### src/rtl/wave_seq_pkg.sv
package wave_seq_pkg;
  typedef enum logic [1:0] {
    NXT_HOLD  = 2'd0,
    NXT_INC   = 2'd1,
    NXT_START = 2'd2,
    NXT_FORCE = 2'd3
  } nxt_sel_t;
endpackage

### src/rtl/wseq_decide.sv
module wseq_decide
  import wave_seq_pkg::*;
(
  input  logic     run_i,
  input  logic     step_i,
  input  logic     force_i,
  input  logic     flag_i,
  input  logic     no_load_i,
  output nxt_sel_t sel_o
);
  logic advance;
  logic reload_ok;

  assign advance   = run_i & step_i;
  assign reload_ok = flag_i & ~no_load_i;

  always_comb begin
    if (force_i)        sel_o = NXT_FORCE;
    else if (!advance)  sel_o = NXT_HOLD;
    else if (reload_ok) sel_o = NXT_START;
    else                sel_o = NXT_INC;
  end
endmodule

### src/rtl/wseq_next.sv
module wseq_next
  import wave_seq_pkg::*;
#(
  parameter int ADDR_W = 13
) (
  input  nxt_sel_t          sel_i,
  input  logic [ADDR_W-1:0] cur_i,
  input  logic [ADDR_W-1:0] start_i,
  input  logic [ADDR_W-1:0] force_addr_i,
  output logic [ADDR_W-1:0] nxt_o
);
  localparam logic [ADDR_W-1:0] ONE = ADDR_W'(1);

  always_comb begin
    unique case (sel_i)
      NXT_FORCE: nxt_o = force_addr_i;
      NXT_START: nxt_o = start_i;
      NXT_INC:   nxt_o = cur_i + ONE;
      default:   nxt_o = cur_i;
    endcase
  end
endmodule

### src/rtl/wseq_reg.sv
module wseq_reg #(
  parameter int ADDR_W = 13
) (
  input  logic              clk,
  input  logic              rst_n,
  input  logic [ADDR_W-1:0] d_i,
  output logic [ADDR_W-1:0] q_o
);
  always_ff @(posedge clk) begin
    if (!rst_n) q_o <= '0;
    else        q_o <= d_i;
  end
endmodule

### src/rtl/wave_addr_seq.sv
module wave_addr_seq
  import wave_seq_pkg::*;
#(
  parameter int ADDR_W   = 13,
  parameter int CTRL_W   = 4,
  parameter int LOAD_BIT = 0
) (
  input  logic              clk,
  input  logic              rst_n,
  input  logic              run_i,
  input  logic              step_i,
  input  logic              force_i,
  input  logic [ADDR_W-1:0] force_addr_i,
  input  logic [ADDR_W-1:0] start_i,
  input  logic              no_load_i,
  input  logic [CTRL_W-1:0] ctrl_i,
  output logic [ADDR_W-1:0] addr_o
);
  nxt_sel_t          sel;
  logic [ADDR_W-1:0] addr_d;
  logic [ADDR_W-1:0] addr_q;
  logic              flag;

  assign flag = ctrl_i[LOAD_BIT];

  wseq_decide u_decide (
    .run_i     (run_i),
    .step_i    (step_i),
    .force_i   (force_i),
    .flag_i    (flag),
    .no_load_i (no_load_i),
    .sel_o     (sel)
  );

  wseq_next #(.ADDR_W(ADDR_W)) u_next (
    .sel_i        (sel),
    .cur_i        (addr_q),
    .start_i      (start_i),
    .force_addr_i (force_addr_i),
    .nxt_o        (addr_d)
  );

  wseq_reg #(.ADDR_W(ADDR_W)) u_reg (
    .clk   (clk),
    .rst_n (rst_n),
    .d_i   (addr_d),
    .q_o   (addr_q)
  );

  assign addr_o = addr_q;
endmodule

### config.mk
export PLATFORM = sky130hd
export DESIGN_NAME = wave_addr_seq
export DESIGN_NICKNAME = d
export VERILOG_FILES = /design/src/rtl/wave_seq_pkg.sv /design/src/rtl/wseq_decide.sv /design/src/rtl/wseq_next.sv /design/src/rtl/wseq_reg.sv /design/src/rtl/wave_addr_seq.sv
export SDC_FILE = /design/constraint.sdc
export NUM_CORES = 1
export LEC_CHECK = 0
export ABC_AREA = 1
export BUFFER_PORTS_ARGS = -buffer_cell sky130_fd_sc_hd__buf_2
export CORE_ASPECT_RATIO = 1.4
export CORE_MARGIN = 10
export CORE_UTILIZATION = 49
export DETAILED_ROUTE_END_ITERATION = 12
export PLACE_DENSITY = 0.83
export SLEW_MARGIN = 15
export SYNTH_ARGS = -nofsm -noshare
export SYNTH_HDL_FRONTEND = slang
export SYNTH_HIERARCHICAL = 1
export SYNTH_SLANG_ARGS = --single-unit
### constraint.sdc
create_clock -name clk -period 2 [get_ports clk]
set_input_delay 0.3 -clock clk [delete_from_list [all_inputs] [get_ports clk]]
set_output_delay 0.3 -clock clk [all_outputs]
set_load 0.05 [all_outputs]
## Yosys cells after proc, flatten, opt, wreduce, memory -nomap -nowiden

Cells that the tools add are included.

| word-level totals | value |
|---|---|
| logic and storage cells | 13 |
| register bits after elaboration | 13 |
| output and inout port bits | 13 |
| input port bits | 36 |

| cells by class | value |
|---|---|
| reduce and logical (&&, ||, !) cells | 1 |
| $add $sub $neg | 1 |
| equality and inequality tests | 3 |
| multiplexer cells | 4 |
| bitwise operators | 3 |

Operator list:

| operator | count |
|---|---|
| $pmux 13 s3 | 1 |
| $add 13x1->13 const B | 1 |
| $mux 2 | 3 |
| $eq 2x2->1 const B | 2 |
| $reduce_bool 3->1 | 1 |
| $and 1x1->1 | 2 |
| $eq 2x1->1 const B | 1 |
| $not 1->1 | 1 |

## Logic depth before layout (Yosys ltp)

| logic depth | value |
|---|---|
| depth after elaboration | 7 |
| depth in mapped cells | 12 |
| depth with buffers taken out | 12 |

## Modules after synthesis

Netlist, hierarchy kept.

Modules (own cells, without submodules):

| module | seq. area each (um2) | times used | cells an instance | area an instance (um2) |
|---|---|---|---|---|
| wseq_next | 0.0 | 1 | 131 | 639.4 |
| wseq_reg | 260.2 | 1 | 40 | 369.1 |
| wseq_decide | 0.0 | 1 | 11 | 43.8 |

## Least setup slack after synthesis

Ideal clock, no wire load.

| path | value |
|---|---|
| kind | register -> register |
| start point | register u_reg.q_o[1] |
| end point | register u_reg.q_o[12] |
| clock period less this slack | 1658 ps |
| slack | 342 ps |
| path buffers | 0 |
| cell stages (with the launch flop) | 10 |
| arrival | 1602 ps |
| data required time | 1944 ps |
| cell sequence | dfxtp_1 > ha_1 > nand2_2 > nor2_2 > nand3_1 > nand2_1 > nand3_1 > a21oi_2 > nand2_1 > inv_1 |

| between the ends | value |
|---|---|
| longest elaborated chain between the ends | 2 |

RTL lines:

| element | RTL line | source |
|---|---|---|
| from (decl) | wseq_reg.sv:7 | `output logic [ADDR_W-1:0] q_o` |
| from (signal assigned) | wseq_reg.sv:11 | `else q_o <= d_i;` |
| $add 13x1->13 | wseq_next.sv:18 | `NXT_INC: nxt_o = cur_i + ONE;` |
| $pmux 13 s3 | wseq_next.sv:15 | `unique case (sel_i)` |
| via addr_d[12] | wave_addr_seq.sv:20 | `logic [ADDR_W-1:0] addr_d;` |

The timed path passes the listed nets, and every way through them passes these cells.
A chain may end at the register's enable or synchronous reset.

## Final worst setup path

Ends and elaborated chain as after synthesis.

==> results.yml <==
status:
  status: "complete, no violations"
finish:
  n_antenna_cell: 0
  postLayoutCellArea_um2: 1320
  most-common-layout-cells: "nand2_1, buf_2, inv_1, nand3_1, dfxtp_1"
  final_common_cell: "nand2_1"
  nets: 268
  drive_gt1_frac: 0.291
  largest_reg_flops: 13
  post-route-util: 0.662
  largest_register: "u_reg/q_o"
  syn2layout_area_growth_pct: 25.6
  reg.largest.list: "u_reg/q_o (13)"
die:
  initial_core_util: 0.527
  die_area_um2: 4430
  core_um2: 2000
  boundaryPins: 49
  fp.dieH_um: 74.8
  placement_rows: 19
  dieWidth_um: 59.2
power:
  combPwrFrac: 0.351
  power_density_nw_per_um2: 553
  power_w: 0.000731
  pwr-share-seq: 0.421
  peakVddDrop_uv: 409
  power.leakage_nw: 0.766
  p_clk_frac: 0.228
  p_int_w: 0.000443
  switching_share: 0.394
  p_sw_w: 0.000288
sta:
  max_slew_margin: 0.744
  fin_tns_setup_ns: 0
  worstMarginPinSlew_ns: 0.384
  final-max-slew-violation-count: 0
  fin_crit_sh: 0.708
  fmax_mhz: 706
  worst_clock_skew_ns: 0.00368
  hold_violations: 0
  rsz0062_at_grt: "no"
  fin_crit_ns: 1.42
  finalSetupViolCount: 0
critical_path:
  startpoint_type: "register"
  cp.required_ns: 2.23
  crit_type: "register to register"
  slowest_delay_ns: 0.40
  crit_slowest_cell: "dfxtp_1"
  crit_chain: "ha_1 -> nand2_2 -> nor2_2 -> nand3_1 -> nand2_1 -> nand3_1 -> a21oi_2 -> nand2_1 -> inv_1"
  arrival_ns: 1.65
  crit_fanout: 5
  reg2reg_depth: 9
  cp-end-kind: "register"
clock_tree:
  cts_max_level: 1
  cts_hold_buf: 0
  numCtsBuffers: 3
  clk_path_buf_depth: 2
  postCtsResizedCells: 0
  clk-insertion-delay-late_ns: 0.28
  cts_tree: "yes"
  cts.sinks: 13
  root_buffer: "clkbuf_4"
  clk_pin_slew_ns: 0.08
  post_cts_buffers: 0
min_path:
  min_path_type: "input port to register"
  min_path_cells: 5
yosys:
  synth_area_um2: 1050
  synth_seq_cells: 13
  syn_nets: 219
  synth_edf_count: 0
  synth.distinct_cells: 22
  ys.flop_type: "dfxtp_1"
  seq_area_frac_synth: 0.247
  netlist_instances: 182
  avgSynthCellArea_um2: 5.78
  async_flop_share: 0
  yosys_warnings: 6
placement:
  port-buffer-count: 45
  gp_congestion: 0.843
  hpwl_um: 2380
  placed_cell_area_um2: 1290
grt:
  grt_pass1_vias: 1133
  globalRouteOverflowTotal: 0
  antenna_found_initial: 0
  grt.total_usage: 0.136
  grt_pass1_wl_um: 4850
  grt_max_degree: 14
detailed_routing:
  routed_wirelength_um: 2930
  ant_nets: 0
  vias_per_cell: 4.94
  drt_iter0_drc: 35
  dr_total_vias: 1241
  avgRoutedWirePerCell_um: 11.7
  route.detailed.drc: 0
  drt_first_pass_iters: 4
run:
  max_cap_violations: 0
[metrics by stage]
stage	setup WS (ns)	hold WS, ns	cells
3_5_place_dp	0.335	0.606	247
5_1_grt	0.443	0.337	251
2_1_floorplan	0.342	0.393	182
6_report	0.583	0.316	251
3_3_place_gp	0.363	0.591	247
4_1_cts	0.580	0.312	251
[cell usage after synthesis, types with 2 or more instances]
| cell | instances | area share |
|---|---|---|
| nand2_1 | 71 | 0.25 |
| inv_1 | 28 | 0.10 |
| nand3_1 | 14 | 0.067 |
| dfxtp_1 | 13 | 0.25 |
| nand4_1 | 11 | 0.065 |
| nor2_1 | 10 | 0.036 |
| nor2_2 | 6 | 0.036 |
| a21oi_1 | 5 | 0.024 |
| o21ai_0 | 5 | 0.024 |
| inv_2 | 3 | 0.011 |
| nand2_2 | 3 | 0.018 |
| a21o_1 | 2 | 0.014 |
| buf_4 | 2 | 0.014 |
[logic make-up (layout without fill, tap and decap cells)]
logic type / Yosys count / in the layout / share of synthesized area
simple gates: 117 / 117 / 0.504
flops: 13 / 13 / 0.247
fa+ha+maj: 1 / 1 / 0.0119
compound gates: 16 / 16 / 0.0963
buf+inv: 35 / 83 / 0.140
[layout make-up]
class	count	area (µm²)
Clock buffer	4	26.3
Inverter	31	116
Multi-Input combinational cell	134	644
Fill cell	194	676
Tap cell	21	26.3
Timing Repair Buffer	48	248
Sequential cell	13	260
[path summary, 6_finish.rpt]
| kind | startpoint | to | slack [ns] |
|---|---|---|---|
| setup reg to reg | u_reg/q_o[1] | u_reg/q_o[12] | 0.58 |
| setup / recovery | u_reg/q_o[1] | u_reg/q_o[12] | 0.58 |
| hold / removal | force_addr_i[7] | u_reg/q_o[7] | 0.32 |
| hold reg to reg | u_reg/q_o[11] | u_reg/q_o[11] | 0.61 |
[critical path: cells and delay by family, from the launching register on]
kind / cells / cell delay [ns]
AO/OA/AOI/OAI: 1 / 0.12
flip-flops: 1 / 0.40
AND/OR/NAND/NOR: 6 / 0.60
adder cells (fa/ha/maj): 1 / 0.21
buffers and inverters: 1 / 0.05
[power groups by stage]
| stage | registers, W | clock network [W] | logic, W |
|---|---|---|---|
| final | 0.000308 | 0.000167 | 0.000256 |
| after global routing | 0.000312 | 0.000183 | 0.000286 |
| after CTS | 0.000308 | 0.000171 | 0.000259 |
| after detailed placement | 0.000314 | 0 | 0.000258 |
| after global placement | 0.000314 | 0 | 0.000254 |
| after floorplan | 0.000382 | 0 | 0.000112 |
[layer usage]
| metal | up-vias | wire length (µm) | global-route usage |
|---|---|---|---|
| met5 | - | 0 | 0 |
| li1 | 668 | - | - |
| met4 | 0 | 49 | 0.0614 |
| met3 | 4 | 249 | 0.0471 |
| met2 | 38 | 1520 | 0.246 |
| met1 | 531 | 1110 | 0.135 |
No activity file was read; power rests on OpenSTA's default activity.
